## config.mk

```make
export PLATFORM = sky130hd
export DESIGN_NAME = ibi_seq_agg
export DESIGN_NICKNAME = d
export VERILOG_FILES = /design/src/rtl/ibi_agg_pkg.sv /design/src/rtl/ibi_word_decode.sv /design/src/rtl/ibi_group_accum.sv /design/src/rtl/ibi_ring_ptrs.sv /design/src/rtl/ibi_seq_agg.sv
export SDC_FILE = /design/constraint.sdc
export NUM_CORES = 1
export LEC_CHECK = 0
export BUFFER_PORTS_ARGS = -buffer_cell sky130_fd_sc_hd__buf_2
export CAP_MARGIN = 30
export CORE_AREA = 2 2 267 269
export DETAILED_ROUTE_END_ITERATION = 10
export DIE_AREA = 0 0 269 271
export GPL_TIMING_DRIVEN = 0
export PLACE_DENSITY = 0.42
export SYNTH_ARGS = -nofsm -noshare
export SYNTH_HDL_FRONTEND = slang
export SYNTH_SLANG_ARGS = --single-unit
```

## constraint.sdc

```tcl
create_clock -name clk -period 64.6 [get_ports clk]
set_input_delay 6.46 -clock clk [delete_from_list [all_inputs] [get_ports clk]]
set_output_delay 6.46 -clock clk [all_outputs]
set_load 0.005 [all_outputs]
```

## src/rtl/ibi_agg_pkg.sv

```systemverilog
// Package: field layout of an in-band-interrupt status word, the decoded
// word type and the chunk size rule shared by the aggregator modules.
// Assumes a fixed 32-bit status word.
package ibi_agg_pkg;

    localparam int unsigned WORD_W   = 32;
    localparam int unsigned ERR_BIT  = 31;
    localparam int unsigned LAST_BIT = 30;
    localparam int unsigned ADDR_LSB = 23;
    localparam int unsigned ADDR_W   = 7;
    localparam int unsigned CHK_LSB  = 16;
    localparam int unsigned CHK_W    = 7;
    localparam int unsigned LEN_LSB  = 0;
    localparam int unsigned LEN_W    = 16;
    localparam int unsigned CODE_W   = 3;
    localparam int unsigned CSIZE_W  = 9;   // holds up to 256
    localparam logic [CODE_W-1:0] CODE_MAX = 3'd6;

    typedef struct packed {
        logic              err;
        logic              last;
        logic [ADDR_W-1:0] addr;
        logic [CHK_W-1:0]  chunks;
        logic [LEN_W-1:0]  len;
    } ibi_word_t;

    // Chunk size in bytes from the size code, clamped at 256 bytes.
    function automatic logic [CSIZE_W-1:0] chunk_bytes(input logic [CODE_W-1:0] code);
        logic [3:0] sh;
        if (code > CODE_MAX) begin
            sh = 4'd8;
        end else begin
            sh = {1'b0, code} + 4'd2;
        end
        return CSIZE_W'(1) << sh;
    endfunction

endpackage

```

## src/rtl/ibi_word_decode.sv

```systemverilog
// Module: splits a status word into its fields and computes the byte
// contribution of that word to its group (whole chunks, or the exact
// length on the last word). Purely combinational.
module ibi_word_decode
    import ibi_agg_pkg::*;
#(
    parameter int unsigned BYTE_W = 24
) (
    input  logic [WORD_W-1:0] word,
    input  logic [CODE_W-1:0] code,
    output ibi_word_t         dec,
    output logic [BYTE_W-1:0] contrib
);
    localparam int unsigned PROD_W = CHK_W + CSIZE_W;

    logic [CSIZE_W-1:0] csize;
    logic [PROD_W-1:0]  prod;

    // Field extraction from the fixed bit positions.
    always_comb begin
        dec.err    = word[ERR_BIT];
        dec.last   = word[LAST_BIT];
        dec.addr   = word[ADDR_LSB +: ADDR_W];
        dec.chunks = word[CHK_LSB +: CHK_W];
        dec.len    = word[LEN_LSB +: LEN_W];
    end

    // Byte contribution of this word.
    always_comb begin
        csize   = chunk_bytes(code);
        prod    = PROD_W'(dec.chunks) * PROD_W'(csize);
        contrib = dec.last ? BYTE_W'(dec.len) : BYTE_W'(prod);
    end

endmodule

```

## src/rtl/ibi_group_accum.sv

```systemverilog
// Module: holds the running state of the open group (error latch, fixed
// address, byte and chunk totals). It emits one registered event record
// when the last word is accepted, then clears for the next group.
// Assumes the caller asserts 'take' only for accepted words.
module ibi_group_accum
    import ibi_agg_pkg::*;
#(
    parameter int unsigned BYTE_W = 24,
    parameter int unsigned SUM_W  = 16
) (
    input  logic              clk,
    input  logic              rst_n,
    input  logic              take,
    input  ibi_word_t         w,
    input  logic [BYTE_W-1:0] contrib,
    input  logic [BYTE_W-1:0] max_bytes,
    output logic [SUM_W-1:0]  sum_nxt,
    output logic              ev_valid,
    output logic [ADDR_W-1:0] ev_addr,
    output logic [BYTE_W-1:0] ev_bytes,
    output logic [SUM_W-1:0]  ev_chunks,
    output logic              ev_error,
    output logic              ev_oversize
);
    logic              g_err, g_aset;
    logic [ADDR_W-1:0] g_addr;
    logic [BYTE_W-1:0] g_bytes;
    logic [SUM_W-1:0]  g_chunks;

    logic              n_err, n_aset;
    logic [ADDR_W-1:0] n_addr;
    logic [BYTE_W-1:0] n_bytes;

    // Next group state including the word on the input.
    always_comb begin
        n_err  = g_err;
        n_aset = g_aset;
        n_addr = g_addr;
        if (!g_err) begin
            if (w.err) begin
                n_err = 1'b1;
            end else if (!g_aset) begin
                n_aset = 1'b1;
                n_addr = w.addr;
            end else if (w.addr != g_addr) begin
                n_err = 1'b1;
            end
        end
        n_bytes = g_bytes + contrib;
        sum_nxt = g_chunks + SUM_W'(w.chunks);
    end

    // Group state and event record registers.
    always_ff @(posedge clk) begin
        if (!rst_n) begin
            g_err       <= 1'b0;
            g_aset      <= 1'b0;
            g_addr      <= '0;
            g_bytes     <= '0;
            g_chunks    <= '0;
            ev_valid    <= 1'b0;
            ev_addr     <= '0;
            ev_bytes    <= '0;
            ev_chunks   <= '0;
            ev_error    <= 1'b0;
            ev_oversize <= 1'b0;
        end else begin
            ev_valid <= 1'b0;
            if (take) begin
                if (w.last) begin
                    ev_valid    <= 1'b1;
                    ev_addr     <= n_addr;
                    ev_bytes    <= n_bytes;
                    ev_chunks   <= sum_nxt;
                    ev_error    <= n_err;
                    ev_oversize <= (n_bytes > max_bytes);
                    g_err       <= 1'b0;
                    g_aset      <= 1'b0;
                    g_addr      <= '0;
                    g_bytes     <= '0;
                    g_chunks    <= '0;
                end else begin
                    g_err    <= n_err;
                    g_aset   <= n_aset;
                    g_addr   <= n_addr;
                    g_bytes  <= n_bytes;
                    g_chunks <= sum_nxt;
                end
            end
        end
    end

endmodule

```

## src/rtl/ibi_ring_ptrs.sv

```systemverilog
// Module: status ring read position and dequeue pointer, circular chunk
// pool pointer and free-chunk credit. The pointers move only when a
// group completes. Assumes the sizes are stable outside reset.
module ibi_ring_ptrs #(
    parameter int unsigned SUM_W    = 16,
    parameter int unsigned CREDIT_W = 16,
    parameter int unsigned POOL_W   = 10,
    parameter int unsigned RING_W   = 8
) (
    input  logic                clk,
    input  logic                rst_n,
    input  logic                take,
    input  logic                last,
    input  logic [SUM_W-1:0]    grp_chunks,
    input  logic [RING_W-1:0]   ring_size,
    input  logic [POOL_W-1:0]   pool_size,
    output logic [POOL_W-1:0]   chunk_ptr,
    output logic [CREDIT_W-1:0] chunk_credit,
    output logic [RING_W-1:0]   deq_ptr
);
    localparam int unsigned ADV_W = ((SUM_W > POOL_W) ? SUM_W : POOL_W) + 1;

    logic [RING_W-1:0] rd_pos, pos_nxt;
    logic [RING_W:0]   pos_inc;
    logic [ADV_W-1:0]  adv, adv_mod;

    // Next ring position and reduced chunk pointer.
    always_comb begin
        pos_inc = {1'b0, rd_pos} + 1'b1;
        pos_nxt = (pos_inc >= {1'b0, ring_size}) ? '0 : pos_inc[RING_W-1:0];
        adv     = ADV_W'(chunk_ptr) + ADV_W'(grp_chunks);
        adv_mod = (pool_size == '0) ? '0 : (adv % ADV_W'(pool_size));
    end

    // Pointer and credit registers.
    always_ff @(posedge clk) begin
        if (!rst_n) begin
            rd_pos       <= '0;
            deq_ptr      <= '0;
            chunk_ptr    <= '0;
            chunk_credit <= '0;
        end else if (take) begin
            rd_pos <= pos_nxt;
            if (last) begin
                deq_ptr      <= pos_nxt;
                chunk_ptr    <= POOL_W'(adv_mod);
                chunk_credit <= chunk_credit + CREDIT_W'(grp_chunks);
            end
        end
    end

endmodule

```

## src/rtl/ibi_seq_agg.sv

```systemverilog
// Module: top of the in-band-interrupt status sequence aggregator. It
// accepts status words, merges each group into one event record and
// keeps the ring pointers. Assumes the configuration inputs change only
// while reset is held.
module ibi_seq_agg
    import ibi_agg_pkg::*;
#(
    parameter int unsigned BYTE_W   = 24,
    parameter int unsigned SUM_W    = 16,
    parameter int unsigned CREDIT_W = 16,
    parameter int unsigned POOL_W   = 10,
    parameter int unsigned RING_W   = 8
) (
    input  logic                clk,
    input  logic                rst_n,
    input  logic                st_valid,
    output logic                st_ready,
    input  logic [31:0]         st_word,
    input  logic [RING_W-1:0]   cfg_ring_size,
    input  logic [2:0]          cfg_chunk_code,
    input  logic [POOL_W-1:0]   cfg_pool_size,
    input  logic [BYTE_W-1:0]   cfg_max_bytes,
    output logic                ev_valid,
    output logic [6:0]          ev_addr,
    output logic [BYTE_W-1:0]   ev_bytes,
    output logic [SUM_W-1:0]    ev_chunks,
    output logic                ev_error,
    output logic                ev_oversize,
    output logic [POOL_W-1:0]   chunk_ptr,
    output logic [CREDIT_W-1:0] chunk_credit,
    output logic [RING_W-1:0]   status_deq_ptr
);
    logic              ready_q;
    logic              take;
    ibi_word_t         dec;
    logic [BYTE_W-1:0] contrib;
    logic [SUM_W-1:0]  sum_nxt;

    // Ready rises on the first clock out of reset.
    always_ff @(posedge clk) begin
        if (!rst_n) begin
            ready_q <= 1'b0;
        end else begin
            ready_q <= 1'b1;
        end
    end

    assign st_ready = ready_q;
    assign take     = st_valid & ready_q;

    ibi_word_decode #(.BYTE_W(BYTE_W)) u_dec (
        .word    (st_word),
        .code    (cfg_chunk_code),
        .dec     (dec),
        .contrib (contrib)
    );

    ibi_group_accum #(.BYTE_W(BYTE_W), .SUM_W(SUM_W)) u_acc (
        .clk         (clk),
        .rst_n       (rst_n),
        .take        (take),
        .w           (dec),
        .contrib     (contrib),
        .max_bytes   (cfg_max_bytes),
        .sum_nxt     (sum_nxt),
        .ev_valid    (ev_valid),
        .ev_addr     (ev_addr),
        .ev_bytes    (ev_bytes),
        .ev_chunks   (ev_chunks),
        .ev_error    (ev_error),
        .ev_oversize (ev_oversize)
    );

    ibi_ring_ptrs #(
        .SUM_W    (SUM_W),
        .CREDIT_W (CREDIT_W),
        .POOL_W   (POOL_W),
        .RING_W   (RING_W)
    ) u_ptr (
        .clk          (clk),
        .rst_n        (rst_n),
        .take         (take),
        .last         (dec.last),
        .grp_chunks   (sum_nxt),
        .ring_size    (cfg_ring_size),
        .pool_size    (cfg_pool_size),
        .chunk_ptr    (chunk_ptr),
        .chunk_credit (chunk_credit),
        .deq_ptr      (status_deq_ptr)
    );

endmodule

```

# Yosys cells after proc, flatten, opt, wreduce, memory -nomap -nowiden
# Index checks and enable logic that the tools add are counted.
[totals]
rom_bits = 0
register_bits = 142
n_memories = 0
latchBits = 0
inputBits = 80
ram_bits = 0
out_inout_bits = 85
[classes]
bitwise_logic = 1
multipliers = 1
mux = 20
addsub = 6
shifts = 1
order_cmp = 3
div_mod_pow = 1
n_reduce_logical = 4
n_eq_ne = 3
[op_table]
columns = ["op", "n"]
rows = [
  ["$mux W16", 2],
  ["$mux W7", 4],
  ["$add A24 B16 Y24", 1],
  ["$gt A24 B24 Y1", 1],
  ["$mux W24", 1],
  ["$add A10 B16 Y17", 1],
  ["$mod A17 B10 Y17", 1],
  ["$add A16 B16 Y16", 1],
  ["$add A16 B7 Y16", 1],
  ["$mul A7 B9 Y16", 1],
  ["$logic_not A10 Y1", 1],
  ["$mux W1", 10],
  ["$mux W10", 1],
  ["$add A8 B1 Y9 const B", 1],
  ["$ge A9 B8 Y1", 1],
  ["$shl A1 B4 Y9 const A", 1],
  ["$mux W8", 1],
  ["$ne A7 B7 Y1", 1],
  ["$add A3 B2 Y4 const B", 1],
  ["$mux W4", 1],
  ["$ne A2 B2 Y1 const B", 2],
  ["$reduce_and A2 Y1", 2],
  ["$gt A3 B3 Y1 const B", 1],
  ["$reduce_and A3 Y1", 1],
  ["$and A1 B1 Y1", 1],
]

# Depth between registers and ports, before layout
# Gate-level depths: netlist (run 1).
[logic_depth]
depth_word = 7
depth_mapped = 189
mapped_depth_nobuf = 178

# Cells and area by module
# A second synthesis (run 1) with hierarchy kept.
[hier_totals]
hier_cells = 2357
area_unflattened_um2 = 18944.4
[modules_own_cells]
columns = ["module", "cells_each", "area_per_inst_um2", "seq_area_each_um2", "n_inst"]
rows = [
  ["ibi_ring_ptrs", 1368, 10466.3, 840.8, 1],
  ["ibi_group_accum", 661, 5826.8, 1981.9, 1],
  ["ibi_word_decode", 326, 2625.0, 0.0, 1],
  ["ibi_seq_agg", 2, 26.3, 20.0, 1],
]

# Worst setup path after synthesis (run 1)
# No wires, ideal clock.
[synth_timing]
path_type = "input-to-reg"
start = "input st_word[17]"
end = "register u_ptr.chunk_ptr[0]"
setup_ps = 122
path_buffers = 13
arrival_time_ps = 41862
path_stages = 182
path_slack_ps = 22617
t_required_ps = 64478
path_cell_list = "ha_1 > a211o_1 > a21o_1 > a31oi_1 > nor2_1 > xor2_1 > ha_1 > and2_1 > or4_1 > o221a_2 > nand4_1 > inv_1 > ha_1 > a22oi_1 > ha_1 > o21ai_0 > a211oi_2 > mux2i_1 > [146 not listed] > mux2i_1 > ha_1 > nor2b_1 > o21ai_0 > nand2b_1 > a21o_1 > a21o_1 > a21o_1 > a21o_1 > a21o_1 > a21oi_1 > o21ai_0 > a21oi_1 > nand2_1 > nor3_1 > clkbuf_1 > a211oi_1 > a221o_1"
[synth_between]
elab_chain_len = 4
[synth_rtl]
columns = ["item", "line_no", "source"]
rows = [
  ["start, declared", "ibi_seq_agg.sv:18", "input logic [31:0] st_word,"],
  ["$add A16 B7 Y16", "ibi_group_accum.sv:50", "sum_nxt = g_chunks + SUM_W'(w.chunks);"],
  ["via sum_nxt[9]", "ibi_seq_agg.sv:37", "logic [SUM_W-1:0] sum_nxt;"],
  ["$add A10 B16 Y17", "ibi_ring_ptrs.sv:31", "adv = ADV_W'(chunk_ptr) + ADV_W'(grp_chunks);"],
  ["$mod A17 B10 Y17", "ibi_ring_ptrs.sv:32", "adv_mod = (pool_size == '0) ? '0 : (adv % ADV_W'(pool_size));"],
  ["$mux W10", "ibi_ring_ptrs.sv:32", ""],
  ["end signal, assigned", "ibi_ring_ptrs.sv:46", "chunk_ptr <= POOL_W'(adv_mod);"],
  ["end, declared", "ibi_ring_ptrs.sv:17", "output logic [POOL_W-1:0] chunk_ptr,"],
]
# The timed path passes the listed nets, and every way through them passes these cells.
# A chain may end at the register's enable or synchronous reset.

# Final worst setup path (run 1)
[layout_timing]
start = "input st_word[16]"
end = "register u_ptr.chunk_ptr[6]"
# The elaborated chain is that of the path after synthesis.

==> impl_metrics.json, run 1 <==
{
  "insertion_delay_ps": 430,
  "cts_resized": 0,
  "synth_top_cell_by_area": "ha_1",
  "drtIter0Drc": 782,
  "whs_ps": 451,
  "grt_pass1_vias": 16000,
  "vias_per_cell": 4.89,
  "rsz0062_at_grt": "no",
  "clkSinkCount": 142,
  "areaGrowthSynthToFinish_pct": 14.8,
  "critPathKind": "primary input to flop",
  "firstDrtPassIters": 5,
  "cap_violations": 0,
  "p_switching_uw": 330,
  "power_uw": 688,
  "mostFrequentLayoutCells": "ha_1 (244), nand2_1 (205), nor2_1 (185)",
  "met3_length_microns": 2570,
  "clk_pin_slew_ps": 60,
  "clockBufferDepth": 2,
  "vdd_ir_drop_max_mv": 0.0383,
  "syn_avg_cell_area_sq_um": 7.83,
  "critPathMostFrequentCell": "a21oi_1",
  "routedWlPerCell_microns": 17.1,
  "worstPathArrival_ps": 50400,
  "ff_latch_area_sq_um": 2840,
  "die_x_microns": 269,
  "vias": 16400,
  "yosys_warnings": 0,
  "yosysTopAreaCellShare_pct": 17.6,
  "wl_met2_microns": 27200,
  "slowest_delay_ps": 750,
  "cts_root_buf": "clkbuf_16",
  "p_int_uw": 359,
  "die_area_sq_um": 72900,
  "gr-total-overflow": 0,
  "outcome": "finished, final reports clean",
  "p_leak_nw": 9.61,
  "cts_tree": "built",
  "final_common_cell": "ha_1",
  "syn_nets": 2583,
  "crit_slowest_cell": "a31oi_1",
  "globalRouteTotalUtil_pct": 15.4,
  "routed_wl_microns": 57300,
  "final_area_sq_um": 19900,
  "htreeDepth": 4,
  "crit_buf_inv": 15,
  "ys_types": 102,
  "cts_hold_buf": 0,
  "powerDensity_nw_per_um2": 34.5,
  "async_flop_share_pct": 0,
  "synth_edf_count": 0,
  "postRouteAntennaNets": 0,
  "initial_core_util_pct": 24.9,
  "relSlewSlack_pct": 33.3,
  "io_buffers": 163,
  "tightest_slew_ps": 994,
  "yosysSeqAreaShare_pct": 16.4,
  "numCtsBuffers": 17,
  "hold_violations": 0,
  "drive_above_1_share_pct": 12.5,
  "gp_congestion": 0.826,
  "worstReg2RegStart": "u_acc.g_chunks[1]$_SDFFE_PN0P_",
  "core_sq_um": 69800,
  "die-height_microns": 271,
  "p_comb_share_pct": 72.4,
  "switching_share_pct": 47.9,
  "min_from": "u_acc.ev_addr[5]$_SDFFE_PN0P_",
  "wl_met1_microns": 26600,
  "max_freq_mhz": 20.0,
  "fin_crit_ps": 50090,
  "synth_area_leaders": "ha_1 (18%), dfxtp_1 (16%), fa_1 (4.5%), nand2_1 (4.4%), xnor2_1 (4.2%)",
  "place_area_sq_um": 19400,
  "antenna_found_initial": 2,
  "fill_cells": 7527,
  "drc": 0,
  "worstPathRequired_ps": 64920,
  "top_layer": "met5",
  "cp-start-kind": "primary input",
  "finalNonFillerCells": 3357,
  "syn_inst": 2220,
  "critPathLaunch": "st_word[16]",
  "period_share_pct": 77.5,
  "ios": 165,
  "crit_path_end_kind": "flop",
  "power_frac_clock_pct": 14.0,
  "worstPathMaxFanout": 10,
  "post-cts-setup-buffers": 0,
  "synth_ff_type": "dfxtp_1",
  "seq_power_share_pct": 13.6,
  "final-setup-viol-count": 0,
  "slew_violations": 0,
  "synth-seq-cells": 142,
  "grt_pass1_wl_microns": 88900,
  "grt_max_degree": 19,
  "finalClockSkew_ps": 7.20,
  "finalSetupTns_ps": 0,
  "rows": 97,
  "nets": 2767,
  "netlist_area_sq_um": 17400,
  "cp_top_family": "compound AO/OA/AOI/OAI gates",
  "hold_path_class": "flop to flop",
  "dp_cells": 3324,
  "multiInputGateArea_sq_um": 13600,
  "reg2reg_slack_ps": 20410,
  "antennaDiodeCount": 0,
  "dp_hpwl_microns": 47900
}
==> layout make-up <==
class | count | share of cell area (%)
well taps | 940 | 5.90
clock buffers | 20 | 2.24
multi-input cells | 1832 | 68.0
inverters | 177 | 3.33
repair buffers | 165 | 4.14
clock inverters | 12 | 0.571
flip-flops and latches | 142 | 14.3
plain buffers | 69 | 1.52
==> Yosys cell counts (9+ instances only) <==
library cell and count:
mux2_2 41, o21bai_1 16, dfxtp_1 142, a22o_1 42
nor2_1 185, a22oi_1 38, nor4_1 9, fa_1 39
nand2b_1 36, or2_2 11, xnor2_1 83, a21o_1 50
o31ai_1 18, and2_1 47, a31oi_1 10, a21oi_1 134
ha_1 244, a21boi_0 11, xor2_1 59, o21ai_0 131
nand4_1 31, or4_1 10, or3_1 16, nand2_1 205
and3_1 12, a211oi_1 13, nand3_1 46, clkbuf_1 55
o21a_1 50, o211ai_1 14, inv_1 173, mux2i_1 20
nor2b_1 24, nor3_1 57
==> worst paths after layout <==
check,endpoint,cells past startpoint
worst max-delay path,u_ptr.chunk_ptr[6]$_SDFFE_PN0P_,184
worst min register to register,u_acc.ev_addr[5]$_SDFFE_PN0P_,2
worst max register to register,u_ptr.chunk_ptr[6]$_SDFFE_PN0P_,179
worst min-delay path,u_acc.ev_addr[5]$_SDFFE_PN0P_,2
==> flip-flops by register name, indices dropped and copies added (netlist names) <==
| name | cells |
|---|---|
| u_ptr.rd_pos | 8 |
| u_acc.ev_oversize | 1 |
| u_acc.g_chunks | 16 |
| u_acc.ev_addr | 7 |
| u_acc.g_aset | 1 |
| st_ready | 1 |
| u_acc.ev_valid | 1 |
| u_acc.ev_error | 1 |
| u_acc.g_bytes | 24 |
| u_ptr.chunk_credit | 16 |
| u_acc.g_addr | 7 |
| u_ptr.deq_ptr | 8 |
| u_acc.ev_bytes | 24 |
| u_acc.g_err | 1 |
| u_ptr.chunk_ptr | 10 |
| u_acc.ev_chunks | 16 |
==> cell families after synthesis <==
kind of cell,Yosys count,synth area share (%)
adder cells (fa/ha/maj),284,22.1
AO/OA/AOI/OAI,626,24.8
multiplexers,62,3.90
XOR/XNOR,142,7.16
flip-flops,142,16.4
buffers and inverters,246,5.57
AND/OR/NAND/NOR,718,20.1
==> layer usage <==
metal | GRT usage, % | vias to the layer above
met4 | 3.55 | 4
met2 | 26.6 | 260
li1 | - | 8370
met1 | 19.7 | 7727
met3 | 2.74 | 52
met5 | 0 | -
==> power groups by stage <==
stage	combinational, mW	clock, mW	sequential, mW
floorplan	0.383	0	0.0948
global placement	0.487	0	0.0954
detailed placement	0.491	0	0.0955
CTS	0.495	0.0991	0.0935
global route	0.553	0.103	0.0939
finish	0.498	0.0965	0.0934
==> worst register-to-register path: cells and delay by family (launching register included) <==
kind                     cells  cell delay, ps
flip-flops                   1             330
AO/OA/AOI/OAI               95           21990
buffers and inverters       13            3960
AND/OR/NAND/NOR             44            8960
multiplexers                 7            2260
adder cells (fa/ha/maj)     19            6110
XOR/XNOR                     1             500
==> through the flow <==
step	util (%)	worst slack [ps]
2_1_floorplan	-	22620
3_3_place_gp	27.7	15020
3_5_place_dp	27.8	14540
4_1_cts	28.6	14820
5_1_grt	28.6	10940
6_report	28.6	14510
No activity file was read; power rests on OpenSTA's default activity.
==> inputs of run 2 (changes only) <==
- ABC_AREA: default -> 1
- clock period: 64.6 -> 49.6 ns (I/O delays scaled with it)
==> impl_metrics.json, run 2 <==
{
  "outcome": "finished, final reports clean",
  "synthMostInstantiatedCell": "nand2_1",
  "syn_avg_cell_area_sq_um": 6.59,
  "critPathKind": "primary input to flop",
  "rows": 97,
  "routed_wl_microns": 53500,
  "core_sq_um": 69800,
  "critPathMostFrequentCell": "nand2_1",
  "clk_pin_slew_ps": 70,
  "slowest_delay_ps": 510,
  "clkSinkCount": 142,
  "die_area_sq_um": 72900,
  "rsz0062_at_grt": "no",
  "insertion_delay_ps": 430,
  "cp-start-kind": "primary input",
  "tightest_slew_ps": 856,
  "areaGrowthSynthToFinish_pct": 14.8,
  "worstPathMaxFanout": 10,
  "antenna_found_initial": 2,
  "mostFrequentLayoutCells": "nand2_1 (645), inv_1 (415), ha_1 (244)",
  "vias_per_cell": 4.51,
  "antennaDiodeCount": 0,
  "slew_violations": 0,
  "initial_core_util_pct": 24.8,
  "post-cts-setup-buffers": 0,
  "crit_path_end_kind": "flop",
  "synthTopCellsByCount": "nand2_1 (645), inv_1 (415), ha_1 (244), nor2_1 (177), o21ai_0 (171)",
  "synth_area_leaders": "ha_1 (18%), dfxtp_1 (16%), nand2_1 (14%), inv_1 (9.0%), o21ai_0 (4.9%)",
  "die_x_microns": 269,
  "postRouteAntennaNets": 0,
  "final-setup-viol-count": 0,
  "worstPathArrival_ps": 45020,
  "nets": 3173,
  "yosysSeqAreaShare_pct": 16.4,
  "die-height_microns": 271,
  "drive_above_1_share_pct": 10.8,
  "async_flop_share_pct": 0,
  "cts_tree": "built",
  "globalRouteTotalUtil_pct": 14.6,
  "htreeDepth": 4,
  "ios": 165,
  "worstPathRequired_ps": 49920,
  "hold_violations": 0,
  "p_leak_nw": 10.7,
  "powerDensity_nw_per_um2": 66.2,
  "cts_hold_buf": 0,
  "synth_top_cell_by_area": "ha_1",
  "cts_resized": 0,
  "cap_violations": 0,
  "synth_edf_count": 0,
  "yosys_warnings": 0,
  "clockBufferDepth": 2,
  "grt_pass1_vias": 16800,
  "synth_ff_type": "dfxtp_1",
  "syn_inst": 2627,
  "grt_max_degree": 19,
  "synth-seq-cells": 142,
  "gp_congestion": 0.840,
  "numCtsBuffers": 17,
  "top_regs": "u_acc.ev_bytes (24), u_acc.g_bytes (24)",
  "finalClockSkew_ps": 10.5,
  "gr-total-overflow": 0,
  "final_common_cell": "nand2_1",
  "routedWlPerCell_microns": 14.2,
  "syn_nets": 2990,
  "hold_path_class": "flop to flop",
  "period_share_pct": 90.1,
  "fin_crit_ps": 44700,
  "drc": 0,
  "firstDrtPassIters": 5,
  "yosysTopAreaCellShare_pct": 17.6,
  "cts_root_buf": "clkbuf_16",
  "io_buffers": 162,
  "max_freq_mhz": 22.4,
  "crit_slowest_cell": "xor2_1",
  "finalSetupTns_ps": 0,
  "relSlewSlack_pct": 43.0,
  "netlist_area_sq_um": 17300,
  "dp_hpwl_microns": 45300,
  "power_mw": 1.31,
  "grt_pass1_wl_microns": 86300,
  "drtIter0Drc": 858,
  "ys_types": 56,
  "vdd_ir_drop_max_mv": 0.0966,
  "vias": 17000
}
run 2: routing by layer:
metal | up-vias | global-route usage, % | wire length (microns)
li1 | 8931 | - | -
met1 | 7751 | 18.9 | 25600
met2 | 255 | 25.6 | 25000
met3 | 46 | 2.21 | 2130
met4 | 2 | 2.79 | 685
met5 | - | 0 | 12
run 2: per-stage QoR:
step | cell area, sq um | setup slack, ps | hold WS, ps | utilization, % | instances
3_3_place_gp | 19300 | 4960 | 437 | 27.6 | 3729
6_report | 19900 | 4900 | 457 | 28.5 | 3763
3_5_place_dp | 19300 | 4460 | 445 | 27.6 | 3730
4_1_cts | 19900 | 4760 | 463 | 28.4 | 3762
2_1_floorplan | 17300 | 11660 | 437 | - | 2627
5_1_grt | 19900 | 116 | 488 | 28.5 | 3763
run 2: final timing paths:
kind | to | start | cells after the start | slack (ps)
max | u_ptr.chunk_ptr[9]$_SDFFE_PN0P_ | st_word[16] | 252 | 4900
min | u_acc.ev_addr[1]$_SDFFE_PN0P_ | u_acc.ev_addr[1]$_SDFFE_PN0P_ | 2 | 460
min reg2reg | u_acc.ev_addr[1]$_SDFFE_PN0P_ | u_acc.ev_addr[1]$_SDFFE_PN0P_ | 2 | 460
max reg2reg | u_ptr.chunk_ptr[9]$_SDFFE_PN0P_ | u_acc.g_chunks[0]$_SDFFE_PN0P_ | 251 | 9300
run 2: report_power, final:
part / leakage [nW] / internal, mW / switching [mW] / total, mW
Clock: 0.260 / 0.0712 / 0.0541 / 0.125
Combinational: 9.33 / 0.398 / 0.668 / 1.07
Sequential: 1.15 / 0.119 / 0.00381 / 0.123
Total: 10.7 / 0.588 / 0.726 / 1.31
run 2: worst max-delay path, delay by kind of cell:
kind	cells	cell delay, ps
xor+xnor	1	510
simple gates	91	10870
compound gates	90	15900
fa+ha+maj	19	6260
buf+inv	51	6500
run 2: layout make-up:
class,count,area [sq um]
Fill cell,7775,49900
Multi-Input combinational cell,1999,12600
Sequential cell,142,2840
Inverter,432,1620
Tap cell,940,1180
Timing Repair Buffer,164,821
Clock buffer,22,454
Buffer,54,213
Clock inverter,10,106
run 2: cell families (layout without fill, tap and decap cells):
family,count (synthesis),in the layout,share of synthesized area (%)
flip-flops,142,142,16.4
AO/OA/AOI/OAI,496,496,16.8
buffers and inverters,486,682,10.6
multiplexers,1,1,0.0579
adder cells (fa/ha/maj),283,283,22.2
XOR/XNOR,125,125,6.33
AND/OR/NAND/NOR,1094,1094,27.6
